[config.mk]
export PLATFORM = sky130hd
export DESIGN_NAME = fp32r_round_unit
export DESIGN_NICKNAME = d
export VERILOG_FILES = /design/src/rtl/fp32r_pkg.sv /design/src/rtl/fp32r_sticky_shift.sv /design/src/rtl/fp32r_round_step.sv /design/src/rtl/fp32r_ovf_select.sv /design/src/rtl/fp32r_round_unit.sv
export SDC_FILE = /design/constraint.sdc
export NUM_CORES = 1
export LEC_CHECK = 0
export BUFFER_PORTS_ARGS = -buffer_cell sky130_fd_sc_hd__buf_2
export CAP_MARGIN = 20
export CORE_ASPECT_RATIO = 1.75
export CORE_MARGIN = 1
export CORE_UTILIZATION = 30
export CTS_BUF_LIST = sky130_fd_sc_hd__clkbuf_8
export DETAILED_ROUTE_END_ITERATION = 12
export PLACE_DENSITY_LB_ADDON = 0.05
export SYNTH_ARGS = -nofsm -noshare
export SYNTH_HDL_FRONTEND = slang
export SYNTH_SLANG_ARGS = --single-unit
[constraint.sdc]
create_clock -name clk -period 0.95 [get_ports clk]
set_input_delay 0.0475 -clock clk [delete_from_list [all_inputs] [get_ports clk]]
set_output_delay 0.0475 -clock clk [all_outputs]
set_load 0.05 [all_outputs]
[src/rtl/fp32r_pkg.sv]
package fp32r_pkg;

  typedef enum logic [1:0] {
    RM_NEAR = 2'd0,
    RM_UP   = 2'd1,
    RM_DOWN = 2'd2,
    RM_ZERO = 2'd3
  } rmode_e;

  localparam int SIG_W  = 24;
  localparam int FRAC_W = SIG_W - 1;
  localparam int EXPF_W = 8;
  localparam int MAG_W  = EXPF_W + FRAC_W;
  localparam int BIAS   = 127;
  localparam int EMAX   = 127;
  localparam int EMIN   = -126;

  localparam logic [MAG_W-1:0] INF_MAG = 31'h7F80_0000;
  localparam logic [MAG_W-1:0] MAX_MAG = 31'h7F7F_FFFF;

  // Whether the kept significand must step up by one unit in the last place.
  function automatic logic rnd_incr(rmode_e m, logic neg, logic lsb, logic r, logic s);
    case (m)
      RM_NEAR: return r & (s | lsb);
      RM_UP:   return ~neg & (r | s);
      RM_DOWN: return neg & (r | s);
      default: return 1'b0;
    endcase
  endfunction

  // Magnitude returned on overflow.
  function automatic logic [MAG_W-1:0] ovf_mag(rmode_e m, logic neg, logic trap);
    if (trap) return INF_MAG;
    case (m)
      RM_NEAR: return INF_MAG;
      RM_UP:   return neg ? MAX_MAG : INF_MAG;
      RM_DOWN: return neg ? INF_MAG : MAX_MAG;
      default: return MAX_MAG;
    endcase
  endfunction

endpackage

[src/rtl/fp32r_sticky_shift.sv]
module fp32r_sticky_shift #(
  parameter int W   = 65,
  parameter int SHW = $clog2(W + 1)
) (
  input  logic [W-1:0]   din,
  input  logic [SHW-1:0] sh,
  output logic [W-1:0]   dout,
  output logic           lost
);
  logic [2*W-1:0] wide;

  assign wide = {din, {W{1'b0}}} >> sh;
  assign dout = wide[2*W-1:W];
  assign lost = |wide[W-1:0];
endmodule

[src/rtl/fp32r_round_step.sv]
module fp32r_round_step
  import fp32r_pkg::*;
#(
  parameter int SW = SIG_W
) (
  input  logic          neg,
  input  rmode_e        mode,
  input  logic [SW-1:0] sig,
  input  logic          rbit,
  input  logic          sbit,
  output logic [SW:0]   sig_r,
  output logic          inexact
);
  logic up;

  always_comb begin
    up    = rnd_incr(mode, neg, sig[0], rbit, sbit);
    sig_r = {1'b0, sig} + {{SW{1'b0}}, up};
  end

  assign inexact = rbit | sbit;
endmodule

[src/rtl/fp32r_ovf_select.sv]
module fp32r_ovf_select
  import fp32r_pkg::*;
(
  input  logic             neg,
  input  rmode_e           mode,
  input  logic             trap,
  output logic [MAG_W-1:0] mag
);
  assign mag = ovf_mag(mode, neg, trap);
endmodule

[src/rtl/fp32r_round_unit.sv]
module fp32r_round_unit
  import fp32r_pkg::*;
#(
  parameter int EXP_W  = 16,
  parameter int MANT_W = 64
) (
  input  logic                    clk,
  input  logic                    rst_n,
  input  logic                    in_valid,
  input  logic                    in_sign,
  input  logic signed [EXP_W-1:0] in_exp,
  input  logic [MANT_W-1:0]       in_mant,
  input  logic                    in_guard,
  input  logic                    in_sticky,
  input  logic [1:0]              in_mode,
  input  logic                    in_trap_ofl,
  input  logic                    in_trap_ufl,
  output logic                    out_valid,
  output logic [31:0]             out_result,
  output logic                    out_ovf,
  output logic                    out_tiny,
  output logic                    out_loss,
  output logic                    out_ufl,
  output logic                    out_inexact
);
  localparam int XW    = EXP_W + 2;
  localparam int SW    = MANT_W + 1;
  localparam int SHW   = $clog2(SW + 1);
  localparam int LOW_A = MANT_W - 1 - SIG_W;
  localparam int LOW_D = SW - 1 - SIG_W;
  localparam int PADW  = MAG_W - SIG_W - 1;

  localparam logic signed [XW-1:0] EMIN_X  = XW'(EMIN);
  localparam logic signed [XW-1:0] EMAX_X  = XW'(EMAX);
  localparam logic signed [XW-1:0] BIASM_X = XW'(BIAS - 1);
  localparam logic signed [XW-1:0] SHMAX_X = XW'(SW);

  rmode_e mode;
  assign mode = rmode_e'(in_mode);

  logic signed [XW-1:0] e_x;
  assign e_x = {{2{in_exp[EXP_W-1]}}, in_exp};

  // Path A: rounding to 24 bits with no exponent limit.
  logic [SIG_W:0]       sig_a;
  logic                 inx_a;
  logic signed [XW-1:0] e_a;
  logic [MAG_W-1:0]     mag_a;

  fp32r_round_step #(.SW(SIG_W)) u_round_a (
    .neg     (in_sign),
    .mode    (mode),
    .sig     (in_mant[MANT_W-1 -: SIG_W]),
    .rbit    (in_mant[LOW_A]),
    .sbit    ((|in_mant[LOW_A-1:0]) | in_guard | in_sticky),
    .sig_r   (sig_a),
    .inexact (inx_a)
  );

  assign e_a   = e_x + {{(XW-1){1'b0}}, sig_a[SIG_W]};
  // The hidden bit and a rounding carry add into the exponent field.
  assign mag_a = {EXPF_W'(e_x + BIASM_X), {FRAC_W{1'b0}}} + {{PADW{1'b0}}, sig_a};

  // Path D: denormalising shift, then rounding on the coarser grid.
  logic                 use_d;
  logic signed [XW-1:0] sh_full;
  logic [SHW-1:0]       sh_cap;
  logic [SW-1:0]        shifted;
  logic                 lost_d;
  logic [SIG_W:0]       sig_d;
  logic                 inx_d;
  logic [MAG_W-1:0]     mag_d;

  assign use_d   = e_x < EMIN_X;
  assign sh_full = EMIN_X - e_x;

  always_comb begin
    if (!use_d)                 sh_cap = '0;
    else if (sh_full > SHMAX_X) sh_cap = SHW'(SW);
    else                        sh_cap = sh_full[SHW-1:0];
  end

  fp32r_sticky_shift #(.W(SW), .SHW(SHW)) u_shift (
    .din  ({in_mant, in_guard}),
    .sh   (sh_cap),
    .dout (shifted),
    .lost (lost_d)
  );

  fp32r_round_step #(.SW(SIG_W)) u_round_d (
    .neg     (in_sign),
    .mode    (mode),
    .sig     (shifted[SW-1 -: SIG_W]),
    .rbit    (shifted[LOW_D]),
    .sbit    ((|shifted[LOW_D-1:0]) | lost_d | in_sticky),
    .sig_r   (sig_d),
    .inexact (inx_d)
  );

  // A carry into bit 23 lands in exponent field bit 0: the smallest normal.
  assign mag_d = {{PADW{1'b0}}, sig_d};

  logic [MAG_W-1:0] mag_o;
  fp32r_ovf_select u_ovf (
    .neg  (in_sign),
    .mode (mode),
    .trap (in_trap_ofl),
    .mag  (mag_o)
  );

  // Named events, visible to the assertions.
  logic is_zero, ovf_evt, tiny_evt, loss_evt, ufl_evt, trap_hit, rnd_inx, inx_evt;
  logic [MAG_W-1:0] mag_n;

  assign is_zero  = ~|in_mant;
  assign ovf_evt  = !is_zero && (e_a > EMAX_X);
  assign tiny_evt = !is_zero && (e_a < EMIN_X);
  assign loss_evt = tiny_evt && inx_d;
  assign ufl_evt  = tiny_evt && (in_trap_ufl || loss_evt);
  assign trap_hit = (ovf_evt && in_trap_ofl) || (tiny_evt && in_trap_ufl);
  assign rnd_inx  = use_d ? inx_d : inx_a;
  assign inx_evt  = !is_zero && !trap_hit && (ovf_evt || rnd_inx);

  always_comb begin
    if (is_zero)                       mag_n = '0;
    else if (ovf_evt)                  mag_n = mag_o;
    else if (tiny_evt && in_trap_ufl)  mag_n = '0;
    else if (use_d)                    mag_n = mag_d;
    else                               mag_n = mag_a;
  end

  always_ff @(posedge clk or negedge rst_n) begin
    if (!rst_n) begin
      out_valid   <= 1'b0;
      out_result  <= '0;
      out_ovf     <= 1'b0;
      out_tiny    <= 1'b0;
      out_loss    <= 1'b0;
      out_ufl     <= 1'b0;
      out_inexact <= 1'b0;
    end else begin
      out_valid <= in_valid;
      if (in_valid) begin
        out_result  <= {in_sign, mag_n};
        out_ovf     <= ovf_evt;
        out_tiny    <= tiny_evt;
        out_loss    <= loss_evt;
        out_ufl     <= ufl_evt;
        out_inexact <= inx_evt;
      end
    end
  end

  AST_VALID_FOLLOWS: assert property (@(posedge clk) disable iff (!rst_n)
    in_valid |=> out_valid);
  AST_HOLD_IDLE: assert property (@(posedge clk) disable iff (!rst_n)
    !in_valid |=> (!out_valid && $stable(out_result)));
  AST_NO_OVERFLOW_TINY: assert property (@(posedge clk) disable iff (!rst_n)
    out_valid |-> !(out_ovf && out_tiny));
  AST_OVF_VALUE: assert property (@(posedge clk) disable iff (!rst_n)
    (out_valid && out_ovf) |-> (out_result[30:0] == INF_MAG || out_result[30:0] == MAX_MAG));
  AST_ZERO_MODE_MAX: assert property (@(posedge clk) disable iff (!rst_n)
    (in_valid && ovf_evt && mode == RM_ZERO && !in_trap_ofl) |=> (out_result[30:0] == MAX_MAG));
  AST_TINY_EXP: assert property (@(posedge clk) disable iff (!rst_n)
    (out_valid && out_tiny) |-> (out_result[30:24] == 7'd0));
  AST_LOSS_TINY: assert property (@(posedge clk) disable iff (!rst_n)
    (out_valid && out_loss) |-> out_tiny);
  AST_UFL_TINY: assert property (@(posedge clk) disable iff (!rst_n)
    (out_valid && out_ufl) |-> out_tiny);

endmodule

==> results of run 1 <==
cell usage in the layout (no fill, tap or decap), types with 13 or more instances in the layout:
cell	count
a21oi_1	135
a31oi_1	22
nor4_2	15
and3_1	22
nor3_1	52
a211oi_1	17
nor2_2	18
o2bb2ai_1	14
nand4_1	42
mux2_2	15
nor4_1	26
buf_12	22
a21oi_2	24
dfrtp_1	37
o21ai_1	36
nand2_1	183
xnor2_1	27
mux2i_1	26
nand3_1	82
buf_2	83
xor2_1	21
nor3_2	16
inv_1	23
nor2_1	126
o211ai_1	28
buf_6	80
or3_1	13
buf_4	805
o22ai_1	31
o21ai_0	72
nor2_4	13
sequential cells by signal, indices dropped and copies added (netlist names):
register,cells
out_result,32
out_inexact,1
out_loss,1
out_ovf,1
out_tiny,1
out_ufl,1
out_valid,1
Yosys cell counts (8+ instances only):
cell	count	share of area, %
or2_2	9	0.50
buf_1	18	0.60
and2_1	11	0.61
or3_1	20	1.1
o211a_1	9	0.80
o22ai_1	33	1.8
dfrtp_1	38	8.5
a32oi_1	12	0.94
o221ai_1	8	0.62
o21ai_1	10	0.45
a22oi_1	10	0.67
inv_1	27	0.90
nand4_1	42	2.3
o2111ai_1	9	0.70
nand2_1	200	6.7
nor2_1	154	5.2
nor3_1	74	3.3
o21ai_0	112	5.0
nand2b_1	11	0.61
o2bb2ai_1	16	1.2
nand3_1	92	4.1
mux2i_1	32	2.9
ha_1	18	2.0
o32ai_1	10	0.78
xor2_1	23	1.8
a21o_1	11	0.74
a31oi_1	29	1.6
a2bb2oi_1	11	0.86
o32a_1	8	0.71
a21oi_1	164	7.3
buf_2	42	1.9
o211ai_1	28	1.9
mux2_2	16	1.6
a211oi_1	24	1.6
and3_1	26	1.5
or4_1	8	0.54
o22a_1	12	0.94
xnor2_1	36	2.8
a221oi_1	13	1.0
nor4_1	46	2.6
clkbuf_1	82	2.7
o31ai_1	12	0.80
final cells by class:
cell class                 instances  area [sq um]  area share, %
multi-input combinational       1509         11400           54.1
inverter                          31           123          0.579
sequential                        38           952           4.50
antenna                            4          10.0         0.0473
tap                              475           594           2.81
timing repair buffer             997          7900           37.3
clock inverter                     2          60.1          0.284
clock buffer                       6          82.6          0.390
cell families after synthesis:
logic type | Yosys count | share of synthesized area, %
compound gates | 632 | 38.9
xor+xnor | 61 | 4.90
fa+ha+maj | 19 | 2.19
buf+inv | 183 | 7.06
flops | 38 | 8.48
mux | 48 | 4.46
simple gates | 748 | 34.0
repair_timing:
| item | 4_1_cts | 5_1_grt |
|---|---|---|
| pin swaps | 148 | 72 |
| resized for setup | 353 | 86 |
| endpoints found under the setup margin | 74 | 71 |
| endpoints found under the hold margin | 38 | 0 |
| gates cloned | 1 | 0 |
| hold buffers | 1 | 0 |
| setup buffers | 67 | 21 |
final timing paths:
kind	start	to	slack [ps]	cells past startpoint
max in group asynchronous	rst_n	out_result[31]$_DFFE_PN0P_	350	3
hold reg to reg	out_result[8]$_DFFE_PN0P_	out_result[8]$_DFFE_PN0P_	520	1
setup / recovery	in_exp[1]	out_result[22]$_DFFE_PN0P_	-4730	33
setup reg to reg	out_result[18]$_DFFE_PN0P_	out_result[18]$_DFFE_PN0P_	-110	2
min in group asynchronous	rst_n	out_ufl$_DFFE_PN0P_	120	2
hold / removal	in_trap_ufl	out_ufl$_DFFE_PN0P_	90	3
metrics by stage:
step	hold WS [ps]	cells	util, %	TNS (ps)
after global routing	113	3059	57.5	-164700
final	87.4	3062	57.5	-151510
after CTS	90.6	3040	56.0	-146260
after global placement	-80.3	2971	50.2	-175440
after floorplan	-248	1729	-	-134520
after detailed placement	-65.7	2971	50.2	-178060
routing by layer:
layer	GRT usage [%]	wire length (um)
met5	1.03	54
met4	48.4	11600
met1	49.3	30700
met3	18.2	8360
met2	79.9	42900
where the power goes:
group          leakage, nW  internal, W  switching [W]
sequential           0.461      0.00181       0.000161
combinational         8.52      0.00586        0.00793
clock               0.0714      0.00112       0.000709
total                 9.05      0.00879        0.00879
worst reg2reg max path, cell delays in order, from the launching register on:
cell and delay, ps:
dfrtp_1 420, a221oi_1 390, o21ai_1 120
==> run_results.csv, run 1 <==
group,metric,value,unit
yosys,ys.flop_type,"dfrtp_1",
drt,route.detailed.drc,0,
floorplan,die-area,38200,sq um
drt,drtPass1Iterations,10,
yosys,avgSynthCellArea,6.48,sq um
critical_path,criticalPathCategory,"input port to flip-flop",
clocking,cts.sinks,38,
cells_and_area,syn_to_final_growth,88.7,%
sta,fin_skew,0,ps
sta,slew_headroom,33.8,%
yosys,synth_edf_count,0,
global_route,grt_max_degree,30,
sta,maxSlewViolCount,0,
sta,setup_slack,-4730,ps
place,dpl_cell_area,18500,sq um
clocking,clk_path_buf_depth,2,
cells_and_area,stdcell_area,21200,sq um
clocking,tritoncts,"done",
floorplan,rows,93,
yosys,synth_warnings,0,
critical_path,crit_family,"simple AND/OR/NAND/NOR gates",
worst_hold_path,hold_class,"input port to flip-flop",
global_route,grt_pass1_vias,20413,
critical_path,arrival,5900,ps
yosys,postSynthCellCount,1729,
sta,hold_violations,0,
critical_path,worst-path-buf-inv,7,
sta,rsz0062_at_grt,"yes",
cells_and_area,drive_gt1_share,52.6,%
sta,timing.final.crit_share,598,%
global_route,grt.total_usage,49.9,%
critical_path,slowest_delay,400,ps
drt,antenna_left,0,
critical_path,worstPathRequired,1170,ps
power_and_ir_drop,powerDensity,831,nW/um^2
cells_and_area,fillers,3578,
critical_path,crit_slowest_cell,"or2_2",
clocking,cts-root-buf,"clkbuf_8",
global_route,antenna_found_initial,6,
floorplan,chipWidth,148,um
drt,drtIter0Drc,2043,
floorplan,initial_utilization,30.5,%
outcome,status,"finished, violations left",
sta,max_freq,176,MHz
yosys,synthesis.nets,1838,
clocking,cts_buffers,5,
sta,setup_violations,48,
yosys,syn_area,11200,sq um
clocking,path_clk_slew,80,ps
yosys,synth-seq-area-share,8.48,%
place,place.gp.congestion,1.07,
power_and_ir_drop,p_leak,9.05,nW
floorplan,core-area,36800,sq um
global_route,grt-ovfl-total,0,
power_and_ir_drop,ir_drop,0.579,mV
sta,worst_slew_pin_slew,994,ps
sta,min_period,5680,ps
clocking,htreeDepth,2,
global_route,grt_pass1_wl,139,mm
outcome,violations,"negative setup slack",
yosys,synth.distinct_cells,107,
drt,routed_wirelength,93.6,mm
critical_path,crit_fanout,9,
drt,via_per_inst,6.46,
clocking,insertion_delay,330,ps
place,place.detailed.hpwl,74.1,mm
cells_and_area,fin_nets,2691,
power_and_ir_drop,finalPower,0.0176,W
drt,wl_per_cell,30.6,um
critical_path,endpoint_kind,"flip-flop",
critical_path,startpoint_type,"input port",
place,pre_cts_slack,-5590,ps
flow_run,maxCapViolations,0,
place,port_buffers,127,
yosys,ys_ff_latch,38,
floorplan,dieHeight,258,um
floorplan,io_pins,128,
yosys,synthArstFlopShare,100,%
drt,vias,19774,
(Power assumes the default switching activity.)
==> inputs of run 2 (changes only) <==
--- a/config.mk
+++ b/config.mk
@@ -13,6 +13,8 @@
 export CTS_BUF_LIST = sky130_fd_sc_hd__clkbuf_8
 export DETAILED_ROUTE_END_ITERATION = 12
 export PLACE_DENSITY_LB_ADDON = 0.05
+export SETUP_SLACK_MARGIN = 0.5
+export SKIP_CTS_REPAIR_TIMING = 1
 export SYNTH_ARGS = -nofsm -noshare
 export SYNTH_HDL_FRONTEND = slang
 export SYNTH_SLANG_ARGS = --single-unit
==> run 2 against run 1 <==
The run ends with negative hold slack, negative setup slack left; die area unchanged; final area is 0.70% lower; count of clock-buffer cells in the layout down 1; register-to-register slack improved by 50 ps; largest cell class unchanged; fmax fell by 3.6%; sequential power is essentially flat; non-clock buffer count decreased by 25; first-iteration DRC count is 3.1% higher; clock skew is the same.
==> run_results.csv, run 2 (same netlist as run 1, synthesis figures left out) <==
group,metric,value,unit
outcome,status,"finished, violations left",
outcome,violations,"negative hold slack, negative setup slack",
place,place.detailed.hpwl,74.9,mm
global_route,antenna_found_initial,4,
critical_path,startpoint_type,"input port",
cells_and_area,fin_nets,2666,
floorplan,dieHeight,258,um
critical_path,crit_top_cell,"buf_4",
sta,worst_slew_pin_slew,1100,ps
place,port_buffers,127,
power_and_ir_drop,p_sw_share,51.2,%
clocking,cts_buffers,5,
worst_hold_path,hold_class,"input port to async pin",
sta,fin_skew,0,ps
place,place.gp.congestion,1.11,
cells_and_area,drive_gt1_share,51.9,%
sta,setup_violations,72,
clocking,path_clk_slew,90,ps
floorplan,chipWidth,148,um
drt,route.detailed.drc,0,
drt,drtIter0Drc,2107,
drt,wl_per_cell,31.4,um
cells_and_area,utilization,57.1,%
clocking,insertion_delay,330,ps
critical_path,worstRegToRegCells,2,
cells_and_area,fin_cells,3035,
global_route,grt.total_usage,48.9,%
global_route,grt-ovfl-total,0,
floorplan,rows,93,
power_and_ir_drop,p_sw,0.00879,W
drt,vias,19785,
flow_run,maxCapViolations,0,
clocking,tritoncts,"done",
power_and_ir_drop,power_frac_seq,11.7,%
cells_and_area,final_common_cell,"buf_4",
critical_path,crit_fanout,8,
power_and_ir_drop,pwr-share-comb,79.4,%
drt,antenna_left,0,
floorplan,die-area,38200,sq um
cells_and_area,fillers,3517,
clocking,cts.sinks,38,
critical_path,arrival,6110,ps
sta,hold-worst-slack,-313,ps
critical_path,reg2reg_from,"out_result[16]$_DFFE_PN0P_",
global_route,grt_max_degree,39,
power_and_ir_drop,p_leak,8.97,nW
floorplan,core-area,36800,sq um
sta,rsz0062_at_grt,"yes",
sta,tns,-158700,ps
critical_path,crit_slowest_cell,"or3_4",
sta,min_period,5890,ps
critical_path,reg2reg_to,"out_result[16]$_DFFE_PN0P_",
cells_and_area,multi_input_area,11200,sq um
drt,routed_wirelength,95.4,mm
clocking,htreeDepth,2,
cells_and_area,top_register,"out_result",
cells_and_area,syn_to_final_growth,87.4,%
sta,hold_violations,38,
global_route,grt_pass1_wl,136,mm
sta,slew_headroom,26.9,%
cells_and_area,mostFrequentLayoutCells,"761 x buf_4, 180 x nand2_1, 145 x a21oi_1",
cells_and_area,register_area,997,sq um
power_and_ir_drop,power_frac_clock,9.0,%
critical_path,worstPathRequired,1170,ps
cells_and_area,largest_reg_flops,32,
floorplan,initial_utilization,30.5,%
critical_path,endpoint_kind,"flip-flop",
power_and_ir_drop,powerDensity,817,nW/um^2
drt,drtPass1Iterations,6,
sta,timing.final.crit_share,620,%
critical_path,slowest_delay,470,ps
critical_path,ff2ff_setup_slack,-60,ps
sta,max_freq,170,MHz
global_route,grt_pass1_vias,19661,
clocking,cts-root-buf,"clkbuf_8",
place,dp.cells,2945,
clocking,clk_path_buf_depth,2,
power_and_ir_drop,intPower,0.00837,W
power_and_ir_drop,ir_drop,0.573,mV
sta,maxSlewViolCount,0,
critical_path,criticalPathCategory,"input port to flip-flop",
drt,via_per_inst,6.52,
sta,setup_slack,-4940,ps
floorplan,io_pins,128,
run 2: cell types whose count changed in the layout (fill, tap and decap cells not counted), sizes merged:
| cell | delta |
|---|---|
| dlygate4sd3 | -1 |
| nand3 | +1 |
| diode | -2 |
| o211ai | -1 |
| buf | -25 |
| clkinvlp | +2 |
| bufinv | -1 |
run 2: final cells by class:
cell class / instances / share of cell area, %
tap: 475 / 2.83
antenna: 2 / 0.0238
timing repair buffer: 972 / 38.0
inverter: 31 / 0.584
sequential: 38 / 4.75
clock inverter: 3 / 0.214
clock buffer: 5 / 0.328
multi-input combinational: 1509 / 53.2
run 2: worst max path at each step:
| stage | endpoint | from |
|---|---|---|
| after global placement | out_result[14]$_DFFE_PN0P_ | in_exp[1] |
| final | out_result[22]$_DFFE_PN0P_ | in_exp[1] |
| after floorplan | out_result[22]$_DFFE_PN0P_ | in_exp[0] |
| after global routing | out_result[8]$_DFFE_PN0P_ | in_exp[1] |
| after CTS | out_result[18]$_DFFE_PN0P_ | in_exp[1] |
| after detailed placement | out_result[18]$_DFFE_PN0P_ | in_exp[1] |
run 2: metal layers:
metal  track usage, %  vias up  part of all wire (%)
met5             1.28        -                 0.092
met4             47.2        4                    12
met3             15.6      655                   9.3
met2             77.9     1442                    45
met1             49.8     9348                    33
li1                 -     8336                     -
run 2: through the flow:
stage | setup slack, ps | power, W | instance area, sq um
6_report | -4940 | 0.0172 | 21000
3_5_place_dp | -5750 | 0.0135 | 18400
5_1_grt | -5080 | 0.0177 | 21000
3_3_place_gp | -5690 | 0.0135 | 18400
2_1_floorplan | -4410 | 0.00730 | 12000
4_1_cts | -5460 | 0.0150 | 18500
run 2: critical path: cells and delay by family:
family / cells / cell delay [ps]
compound gates: 5 / 800
simple gates: 14 / 2900
xor+xnor: 1 / 150
fa+ha+maj: 3 / 600
mux: 2 / 300
buf+inv: 8 / 1290
run 2: power by group through the flow:
stage                     Sequential, W  Clock [W]  Combinational (W)
after floorplan                 0.00268          0            0.00462
after global placement          0.00198          0             0.0115
after detailed placement        0.00198          0             0.0115
after global routing            0.00202    0.00157             0.0141
after CTS                       0.00195    0.00149             0.0115
final                           0.00200    0.00154             0.0136
